### src/rtl/postdiv_pkg.sv
`timescale 1ns/1ps
// Package: shared types for the post-divider.
// Assumes: nothing beyond the standard language.
package postdiv_pkg;

    // Oscillator band selector as seen by the shaping stage
    typedef enum logic {
        BAND_LOW  = 1'b0,
        BAND_HIGH = 1'b1
    } band_e;

endpackage

### src/rtl/postdiv_cfg.sv
`timescale 1ns/1ps
// Module: postdiv_cfg
// Holds the divide code and the output enable. The enable loads on every
// strobe. The code loads only while the enable held before the strobe is 0.
// Assumes: the strobe is synchronous to clk_i and lasts one cycle.
module postdiv_cfg #(
    parameter int CODE_W   = 3,
    parameter int RST_CODE = 1
) (
    input  logic              clk_i,
    input  logic              rst_ni,
    input  logic              wr_i,
    input  logic [CODE_W-1:0] wr_code_i,
    input  logic              wr_ena_i,
    output logic [CODE_W-1:0] code_o,
    output logic              ena_o
);

    localparam logic [CODE_W-1:0] CodeInit = CODE_W'(RST_CODE);

    logic [CODE_W-1:0] code_q;
    logic              ena_q;
    logic              code_open;

    // A code write is accepted only while the output is stopped
    always_comb begin
        code_open = wr_i && !ena_q;
    end

    // Register the code under the lock rule
    always_ff @(posedge clk_i) begin
        if (!rst_ni) begin
            code_q <= CodeInit;
        end else if (code_open) begin
            code_q <= wr_code_i;
        end
    end

    // Register the enable on every strobe
    always_ff @(posedge clk_i) begin
        if (!rst_ni) begin
            ena_q <= 1'b0;
        end else if (wr_i) begin
            ena_q <= wr_ena_i;
        end
    end

    assign code_o = code_q;
    assign ena_o  = ena_q;

endmodule

### src/rtl/postdiv_phase.sv
`timescale 1ns/1ps
// Module: postdiv_phase
// Counts input cycles modulo (code+1). It raises a rising-edge phase for the
// first floor((code+1)/2) cycles of each period. The count is held at 0 while
// disabled, so an enable always starts a fresh period.
// Assumes: the code does not change while ena_i is 1.
module postdiv_phase #(
    parameter int CODE_W = 3
) (
    input  logic              clk_i,
    input  logic              rst_ni,
    input  logic              ena_i,
    input  logic [CODE_W-1:0] code_i,
    output logic [CODE_W-1:0] cnt_o,
    output logic              phase_o
);

    localparam int RW = CODE_W + 1;

    logic [CODE_W-1:0] cnt_q;
    logic [RW-1:0]     ratio;
    logic [RW-1:0]     high_len;
    logic              at_end;

    // Derive the ratio, the length of the high part, and the period end
    always_comb begin
        ratio    = {1'b0, code_i} + RW'(1);
        high_len = ratio >> 1;
        at_end   = (cnt_q == code_i);
    end

    // Advance the period counter, or hold it at the start while stopped
    always_ff @(posedge clk_i) begin
        if (!rst_ni) begin
            cnt_q <= '0;
        end else if (!ena_i || at_end) begin
            cnt_q <= '0;
        end else begin
            cnt_q <= cnt_q + CODE_W'(1);
        end
    end

    // The rising-edge phase is high in the first part of the period
    always_comb begin
        phase_o = ena_i && ({1'b0, cnt_q} < high_len);
    end

    assign cnt_o = cnt_q;

endmodule

### src/rtl/postdiv_shape.sv
`timescale 1ns/1ps
// Module: postdiv_shape
// Forms the output clock. It selects among three sources:
// - the bypassed input (code 0);
// - the rising-edge phase alone (even ratios, or odd ratios in the low band);
// - the phase ORed with a copy delayed by half a cycle (odd ratios in the
//   high band).
// HALF_EN = 0 removes the falling-edge stage.
// Assumes: code and band are steady while the enable is 1.
module postdiv_shape
    import postdiv_pkg::*;
#(
    parameter int CODE_W  = 3,
    parameter bit HALF_EN = 1'b1
) (
    input  logic              clk_i,
    input  logic              rst_ni,
    input  logic              ena_i,
    input  logic [CODE_W-1:0] code_i,
    input  band_e             band_i,
    input  logic              phase_i,
    output logic              clk_o
);

    logic phase_late;
    logic bypass;
    logic odd_ratio;
    logic stretch;

    generate
        if (HALF_EN) begin : g_half
            logic late_q;
            // Copy the phase at the falling edge to add half a cycle of high time
            always_ff @(negedge clk_i) begin
                if (!rst_ni) begin
                    late_q <= 1'b0;
                end else begin
                    late_q <= phase_i;
                end
            end
            assign phase_late = late_q && ena_i;
        end else begin : g_nohalf
            assign phase_late = 1'b0;
        end
    endgenerate

    // Decide the source from the code and the band
    always_comb begin
        bypass    = (code_i == '0);
        odd_ratio = !code_i[0];
        stretch   = odd_ratio && (band_i == BAND_HIGH);
    end

    // Drive the output clock from the selected source
    always_comb begin
        if (bypass) begin
            clk_o = clk_i && ena_i;
        end else if (stretch) begin
            clk_o = phase_i || phase_late;
        end else begin
            clk_o = phase_i;
        end
    end

endmodule

### src/rtl/vco_postdiv.sv
`timescale 1ns/1ps
// Module: vco_postdiv (top)
// Programmable post-divider for a fast oscillator clock with a write lock.
// It joins the configuration register, the period counter and the output
// shaper.
// Assumes: the write port and the oscillator share clk_vco_i.
module vco_postdiv
    import postdiv_pkg::*;
#(
    parameter int CODE_W   = 3,
    parameter int RST_CODE = 1,
    parameter bit HALF_EN  = 1'b1
) (
    input  logic              clk_vco_i,
    input  logic              rst_ni,
    input  logic              range_hi_i,
    input  logic              wr_i,
    input  logic [CODE_W-1:0] wr_code_i,
    input  logic              wr_ena_i,
    output logic [CODE_W-1:0] rd_code_o,
    output logic              rd_ena_o,
    output logic              clk_div_o
);

    logic [CODE_W-1:0] cfg_code;
    logic              cfg_ena;
    logic [CODE_W-1:0] cnt_q;
    logic              phase;
    band_e             band;

    // Map the band pin onto the package type
    always_comb begin
        band = range_hi_i ? BAND_HIGH : BAND_LOW;
    end

    postdiv_cfg #(
        .CODE_W   (CODE_W),
        .RST_CODE (RST_CODE)
    ) cfg_i (
        .clk_i     (clk_vco_i),
        .rst_ni    (rst_ni),
        .wr_i      (wr_i),
        .wr_code_i (wr_code_i),
        .wr_ena_i  (wr_ena_i),
        .code_o    (cfg_code),
        .ena_o     (cfg_ena)
    );

    postdiv_phase #(
        .CODE_W (CODE_W)
    ) phase_i (
        .clk_i   (clk_vco_i),
        .rst_ni  (rst_ni),
        .ena_i   (cfg_ena),
        .code_i  (cfg_code),
        .cnt_o   (cnt_q),
        .phase_o (phase)
    );

    postdiv_shape #(
        .CODE_W  (CODE_W),
        .HALF_EN (HALF_EN)
    ) shape_i (
        .clk_i   (clk_vco_i),
        .rst_ni  (rst_ni),
        .ena_i   (cfg_ena),
        .code_i  (cfg_code),
        .band_i  (band),
        .phase_i (phase),
        .clk_o   (clk_div_o)
    );

    assign rd_code_o = cfg_code;
    assign rd_ena_o  = cfg_ena;

endmodule

### config.mk
export PLATFORM = sky130hd
export DESIGN_NAME = vco_postdiv
export DESIGN_NICKNAME = d
export VERILOG_FILES = /design/src/rtl/postdiv_pkg.sv /design/src/rtl/postdiv_cfg.sv /design/src/rtl/postdiv_phase.sv /design/src/rtl/postdiv_shape.sv /design/src/rtl/vco_postdiv.sv
export SDC_FILE = /design/constraint.sdc
export NUM_CORES = 1
export LEC_CHECK = 0
export BUFFER_PORTS_ARGS = -buffer_cell sky130_fd_sc_hd__buf_2
export CORE_AREA = 2 2 39 41
export CTS_CLUSTER_DIAMETER = 120
export DETAILED_ROUTE_END_ITERATION = 12
export DIE_AREA = 0 0 41 43
export GPL_TIMING_DRIVEN = 0
export SYNTH_ARGS = -nofsm -noshare
export SYNTH_HDL_FRONTEND = slang
export SYNTH_SLANG_ARGS = --single-unit
### constraint.sdc
create_clock -name clk_vco_i -period 1.5 [get_ports clk_vco_i]
set_input_delay 0.225 -clock clk_vco_i [delete_from_list [all_inputs] [get_ports clk_vco_i]]
set_output_delay 0.225 -clock clk_vco_i [all_outputs]
set_load 0.05 [all_outputs]
==> summary.md, run 1 <==
| Metric | Value |
|---|---|
| Outcome | `complete, but fails checks` |
| Failing checks | `negative setup slack` |
| Hpwl dp | `593 um` |
| Num ports | `13` |
| Global-route usage over all layers | `0.144` |
| Netlist Area Pre-Place | `between 400 and 500 um^2` |
| CTS clk-pin slew, worst paths | `roughly 0.060 ns` |
| First-pass iteration count of the detailed router | `4` |
| Fraction of registers with async set/reset | `0` |
| Crit-path max FO | `1` |
| Share of layout cells above drive strength 1 | `0.507` |
| Core Rows | `14` |
| Crit-path slowest cell | `dfxtp_1` |
| Non-filler cells, final | `83` |
| Initial antenna violation count | `0` |
| DR WL/cell | `approximately 11 um` |
| Full die area | `between 1500 and 2000 um^2` |
| Layout Area Growth over Synthesis | `46.4%` |
| Worst Path Class, Setup | `flip-flop to primary output` |
| Critical path's top delay family | `flip-flops` |
| Flop-to-flop setup slack | `-0.49 ns` |
| Gp weighted congestion | `0.684` |
| Final core utilization | `0.465` |
| CP arrival | `roughly 1.9 ns` |
| Synth Warn # | `0` |
| Grt ovf | `0` |
| Pins Over Slew Limit | `0` |
| CTS tree | `yes` |
| Cell variety after synth | `19` |
| Port bufs | `12` |
| Pleak | `approximately 0.29 nW` |
| Top_reg_cell synth | `dfxtp_1` |
| Unrepaired setup endpoints after global routing | `true` |
| Cells after Synth | `45` |
| Largest net degree at the start of global routing | `7` |
| Worst setup SP type | `flip-flop` |
| Height of the die | `43 um` |
| Vias | `~390` |
| Post-route ant nets | `0` |
| Flops & latches, synth | `8` |
| Worst-Skew Late Latency | `roughly 0.43 ns` |
| Sequential-to-total area share from yosys stat | `0.365` |
| Layout net count | `81` |
| CP required | `approximately 1.3 ns` |
| Die X | `41 um` |
| Antenna cell count | `0` |
| Setup slack after layout | `-0.649 ns` |
| Pre-CTS setup slack | `-0.559 ns` |
| Hold Violations, Final | `0` |
| Critical Path End Type | `primary output` |
| Number of max-cap violations | `0` |
| Worst min-delay path class | `primary input to flip-flop` |
| Core region area | `between 1000 and 1500 um^2` |
| Initial DRC count | `6` |
| Number of synthesized flops with an enable pin | `0` |
| PwrDens | `between 1000 and 1500 nW/um^2` |
| Critical Path, Cell by Cell | `nand3_2 > a31oi_2 > buf_6` |
| Final setup vio count | `2` |
| Hold Buf Count CTS | `0` |
| Placed insts | `between 70 and 80` |
| Vias/cell | `approximately 4.7` |
| Syn avg cell area | `9.76 um^2` |
| Relative slew margins | `0.801` |
| Starting Density | `0.317` |
| Worst Max-Slew Pin Slew | `0.296 ns` |
| First-pass GRT wire length | `1.47 mm` |
| Number of global-route vias before repair | `about 370` |
| VDD IR max | `between 400 and 500 uV` |
| Total Routed Length | `a little under 900 um` |
| Post-route DRC | `0` |
| Critical path buffers and inverters | `1` |
| Max incr delay on CP | `roughly 0.31 ns` |
| Synth Net Count | `58` |
| Max Clock Skew | `0.0619 ns` |
-- power by group --
part	total, W	internal, W	leakage (nW)	switching [W]
clock network	0.000337	0.000202	0.0430	0.000135
logic	0.000114	0.0000485	0.185	0.0000651
registers	0.000236	0.000222	0.0666	0.0000141
-- through the flow --
stage | TNS (ns) | instance area (um^2) | hold WS, ns | total power, W
floorplan | -0.997 | 470 | 0.313 | 0.000335
global placement | -0.842 | 551 | 0.454 | 0.000363
detailed placement | -0.844 | 551 | 0.459 | 0.000363
CTS | -1.14 | 628 | 0.0722 | 0.000690
global route | -1.25 | 643 | 0.0779 | 0.000726
finish | -1.14 | 643 | 0.0673 | 0.000687
-- cell type report --
type	instances	area [um^2]
clock inverter	1	3.75
fill	137	741
multi-input combinational	34	305
tap	16	20.0
sequential	8	169
inverter	2	7.51
clock buffer	8	60.1
timing repair buffer	14	77.6
-- worst reg2reg max path: stages, from the launching register on --
cell and delay (ns):
dfxtp_4 0.36, ha_4 0.16, xnor2_2 0.12, ha_1 0.29
nand2_2 0.05, o21ai_2 0.14, nor2_1 0.06
-- cell usage after synthesis, types with 2 or more instances --
library cell	number	share of area
nor2b_1	4	0.057
o21ai_1	2	0.023
nand2_1	3	0.026
inv_1	3	0.026
xor2_1	3	0.060
mux2i_1	3	0.068
dfxtp_1	8	0.36
xnor2_1	2	0.040
nor3_2	2	0.046
ha_1	5	0.14
nand3_1	2	0.023
-- per-layer routing --
layer  part of all wire  routed length (um)  GRT usage  vias to the layer above
met5                  0                   0          0                        -
met3              0.067                  60     0.0785                        8
li1                   -                   -          -                      197
met1               0.42                 377      0.130                      170
met2               0.44                 394      0.169                       13
met4              0.068                  61      0.227                        0
-- layout by cell type (no fill, tap or decap), types with 2 or more instances in the layout --
cell type  instances
buf_4              3
xor2_1             3
dfxtp_1            5
dfxtp_4            2
ha_1               4
buf_2             11
inv_1              3
nor3_2             2
clkbuf_4           6
nand2_1            2
nor2b_1            4
mux2i_1            3
-- what timing repair did --
item,in CTS,in global routing
setup buffers,3,0
pin swaps,3,0
gates resized for setup,2,3
endpoints found under the setup margin,2,2
-- path summary, 6_finish.rpt --
path / from / to / cells past startpoint
worst max-delay path: shape_i.g_half.late_q / clk_div_o / 3
worst max register to register: cfg_i.code_o[1] / shape_i.g_half.late_q / 6
worst min register to register: phase_i.cnt_o[0] / phase_i.cnt_o[0] / 1
worst min-delay path: wr_code_i[0] / cfg_i.code_o[0] / 3
-- kinds of logic after synthesis --
logic type | after synthesis | synth area share
compound gates | 5 | 0.0655
xor+xnor | 5 | 0.0997
fa+ha+maj | 5 | 0.142
buf+inv | 3 | 0.0256
flops | 8 | 0.365
mux | 3 | 0.0684
simple gates | 16 | 0.234
-- registers in the layout, summed over array words and instances (netlist names) --
signal / flops
phase_i.cnt_o: 3
cfg_i.ena_o: 1
shape_i.g_half.late_q: 1
cfg_i.code_o: 3
No activity file was read; power rests on OpenSTA's default activity.
==> run 2, diff against run 1 <==
RECOVER_POWER = 25   (was default)
==> summary.md, run 2 (synthesis gave the netlist of run 1 again) <==
| Metric | Value |
|---|---|
| Outcome | `complete, but fails checks` |
| Failing checks | `negative setup slack` |
| Clock power frac | `0.491` |
| Commonest non-fill, non-tap cell in the layout | `buf_2` |
| Vias | `388` |
| DR WL/cell | `~11 um` |
| Number of global-route vias before repair | `372` |
| Net Sw Power | `between 0.0002 and 0.00025 W` |
| Logic pwr share | `0.165` |
| Full die area | `~1800 um^2` |
| Relative slew margins | `0.780` |
| Setup slack after layout | `-0.649 ns` |
| Initial antenna violation count | `0` |
| Hold Buf Count CTS | `0` |
| Core region area | `1380 um^2` |
| Port bufs | `12` |
| Starting Density | `0.317` |
| Hold Violations, Final | `0` |
| PwrDens | `1070 nW/um^2` |
| Share of layout cells above drive strength 1 | `0.493` |
| Crit-path max FO | `1` |
| Number of max-cap violations | `0` |
| Total power | `between 0.0006 and 0.0007 W` |
| Worst setup SP type | `flip-flop` |
| Global-route usage over all layers | `0.144` |
| Layout Area Growth over Synthesis | `45.9%` |
| Gp weighted congestion | `between 0.6 and 0.7` |
| Height of the die | `43 um` |
| Pleak | `between 0.2 and 0.3 nW` |
| Initial DRC count | `6` |
| Largest net degree at the start of global routing | `7` |
| Total Routed Length | `around 900 um` |
| Final setup vio count | `2` |
| Sequential share of power | `0.344` |
| Pins Over Slew Limit | `0` |
| Worst Max-Slew Pin Slew | `between 0.3 and 0.4 ns` |
| Hpwl dp | `between 500 and 600 um` |
| Flop-to-flop setup slack | `-0.49 ns` |
| Grt ovf | `0` |
| Num ports | `13` |
| First-pass GRT wire length | `about 1.5 mm` |
| Max Clock Skew | `0.0619 ns` |
| Unrepaired setup endpoints after global routing | `true` |
| Internal | `0.000472 W` |
| Switch share | `0.312` |
| Worst min-delay path class | `primary input to flip-flop` |
| Commonest cells after routing, fill and taps aside | `buf_2 (11), clkbuf_4 (6), nor2b_1 (5), dfxtp_1 (5), ha_1 (4)` |
| Worst-Skew Late Latency | `0.43 ns` |
| VDD IR max | `~490 uV` |
| Final core utilization | `0.463` |
| CP required | `1.27 ns` |
| Layout net count | `roughly 80` |
| Core Rows | `14` |
| Post-route DRC | `0` |
| Post-route ant nets | `0` |
| Worst Path Class, Setup | `flip-flop to primary output` |
| Die X | `approximately 41 um` |
| First-pass iteration count of the detailed router | `4` |
| CP arrival | `around 1.9 ns` |
| CTS tree | `yes` |
| CTS clk-pin slew, worst paths | `about 0.060 ns` |
| Critical Path End Type | `primary output` |
| Antenna cell count | `0` |
| Vias/cell | `4.67` |
[run 2: cell counts in the layout (fill, tap and decap cells not counted)]
Identical to the previous run, type by type.
[run 2: worst paths after layout]
path	start	endpoint	cells past startpoint
setup reg to reg	cfg_i.code_o[1]	shape_i.g_half.late_q	6
setup / recovery	shape_i.g_half.late_q	clk_div_o	3
hold / removal	wr_code_i[0]	cfg_i.code_o[0]	3
hold reg to reg	phase_i.cnt_o[0]	phase_i.cnt_o[0]	1
[run 2: per-stage QoR]
step                      hold slack, ns  std cells  area (um^2)  setup TNS (ns)  setup slack, ns
final                             0.0674         83          641           -1.14           -0.649
after global routing              0.0779         83          641           -1.25           -0.702
after CTS                         0.0722         83          628           -1.14           -0.660
after detailed placement           0.459         73          551          -0.844           -0.559
after global placement             0.454         73          551          -0.842           -0.560
after floorplan                    0.313         45          470          -0.997           -0.582
[run 2: repair_timing]
action                     4_1_cts  5_1_grt
pin swaps                        3        0
hold endpoints to repair         0        0
resized for setup                2        3
buffers inserted                 3        0
setup endpoints to repair        2        2
[run 2: per-layer routing]
metal	vias to the layer above	routed length, um	GRT usage
met5	-	0	0
met4	0	61	0.227
met3	8	60	0.0785
met2	13	394	0.169
met1	170	373	0.130
li1	197	-	-
[run 2: cell type report]
type	instances	area [um^2]
Fill cell	138	743
Sequential cell	8	169
Inverter	2	7.51
Clock inverter	1	3.75
Tap cell	16	20.0
Clock buffer	8	60.1
Multi-Input combinational cell	34	303
Timing Repair Buffer	14	77.6
[run 2: power by group through the flow]
stage / clock, W / combinational (W) / sequential [W]
after detailed placement: 0.0000233 / 0.0000986 / 0.000241
after global placement: 0.0000233 / 0.0000977 / 0.000242
after CTS: 0.000345 / 0.000109 / 0.000235
after global routing: 0.000363 / 0.000124 / 0.000238
final: 0.000337 / 0.000113 / 0.000236
after floorplan: 0.0000213 / 0.0000497 / 0.000264
[run 2: worst max-delay path: stages, from the launching register on]
cell	delay, ns
dfxtp_1	0.31
nand3_2	0.07
a31oi_2	0.18
buf_6	0.18
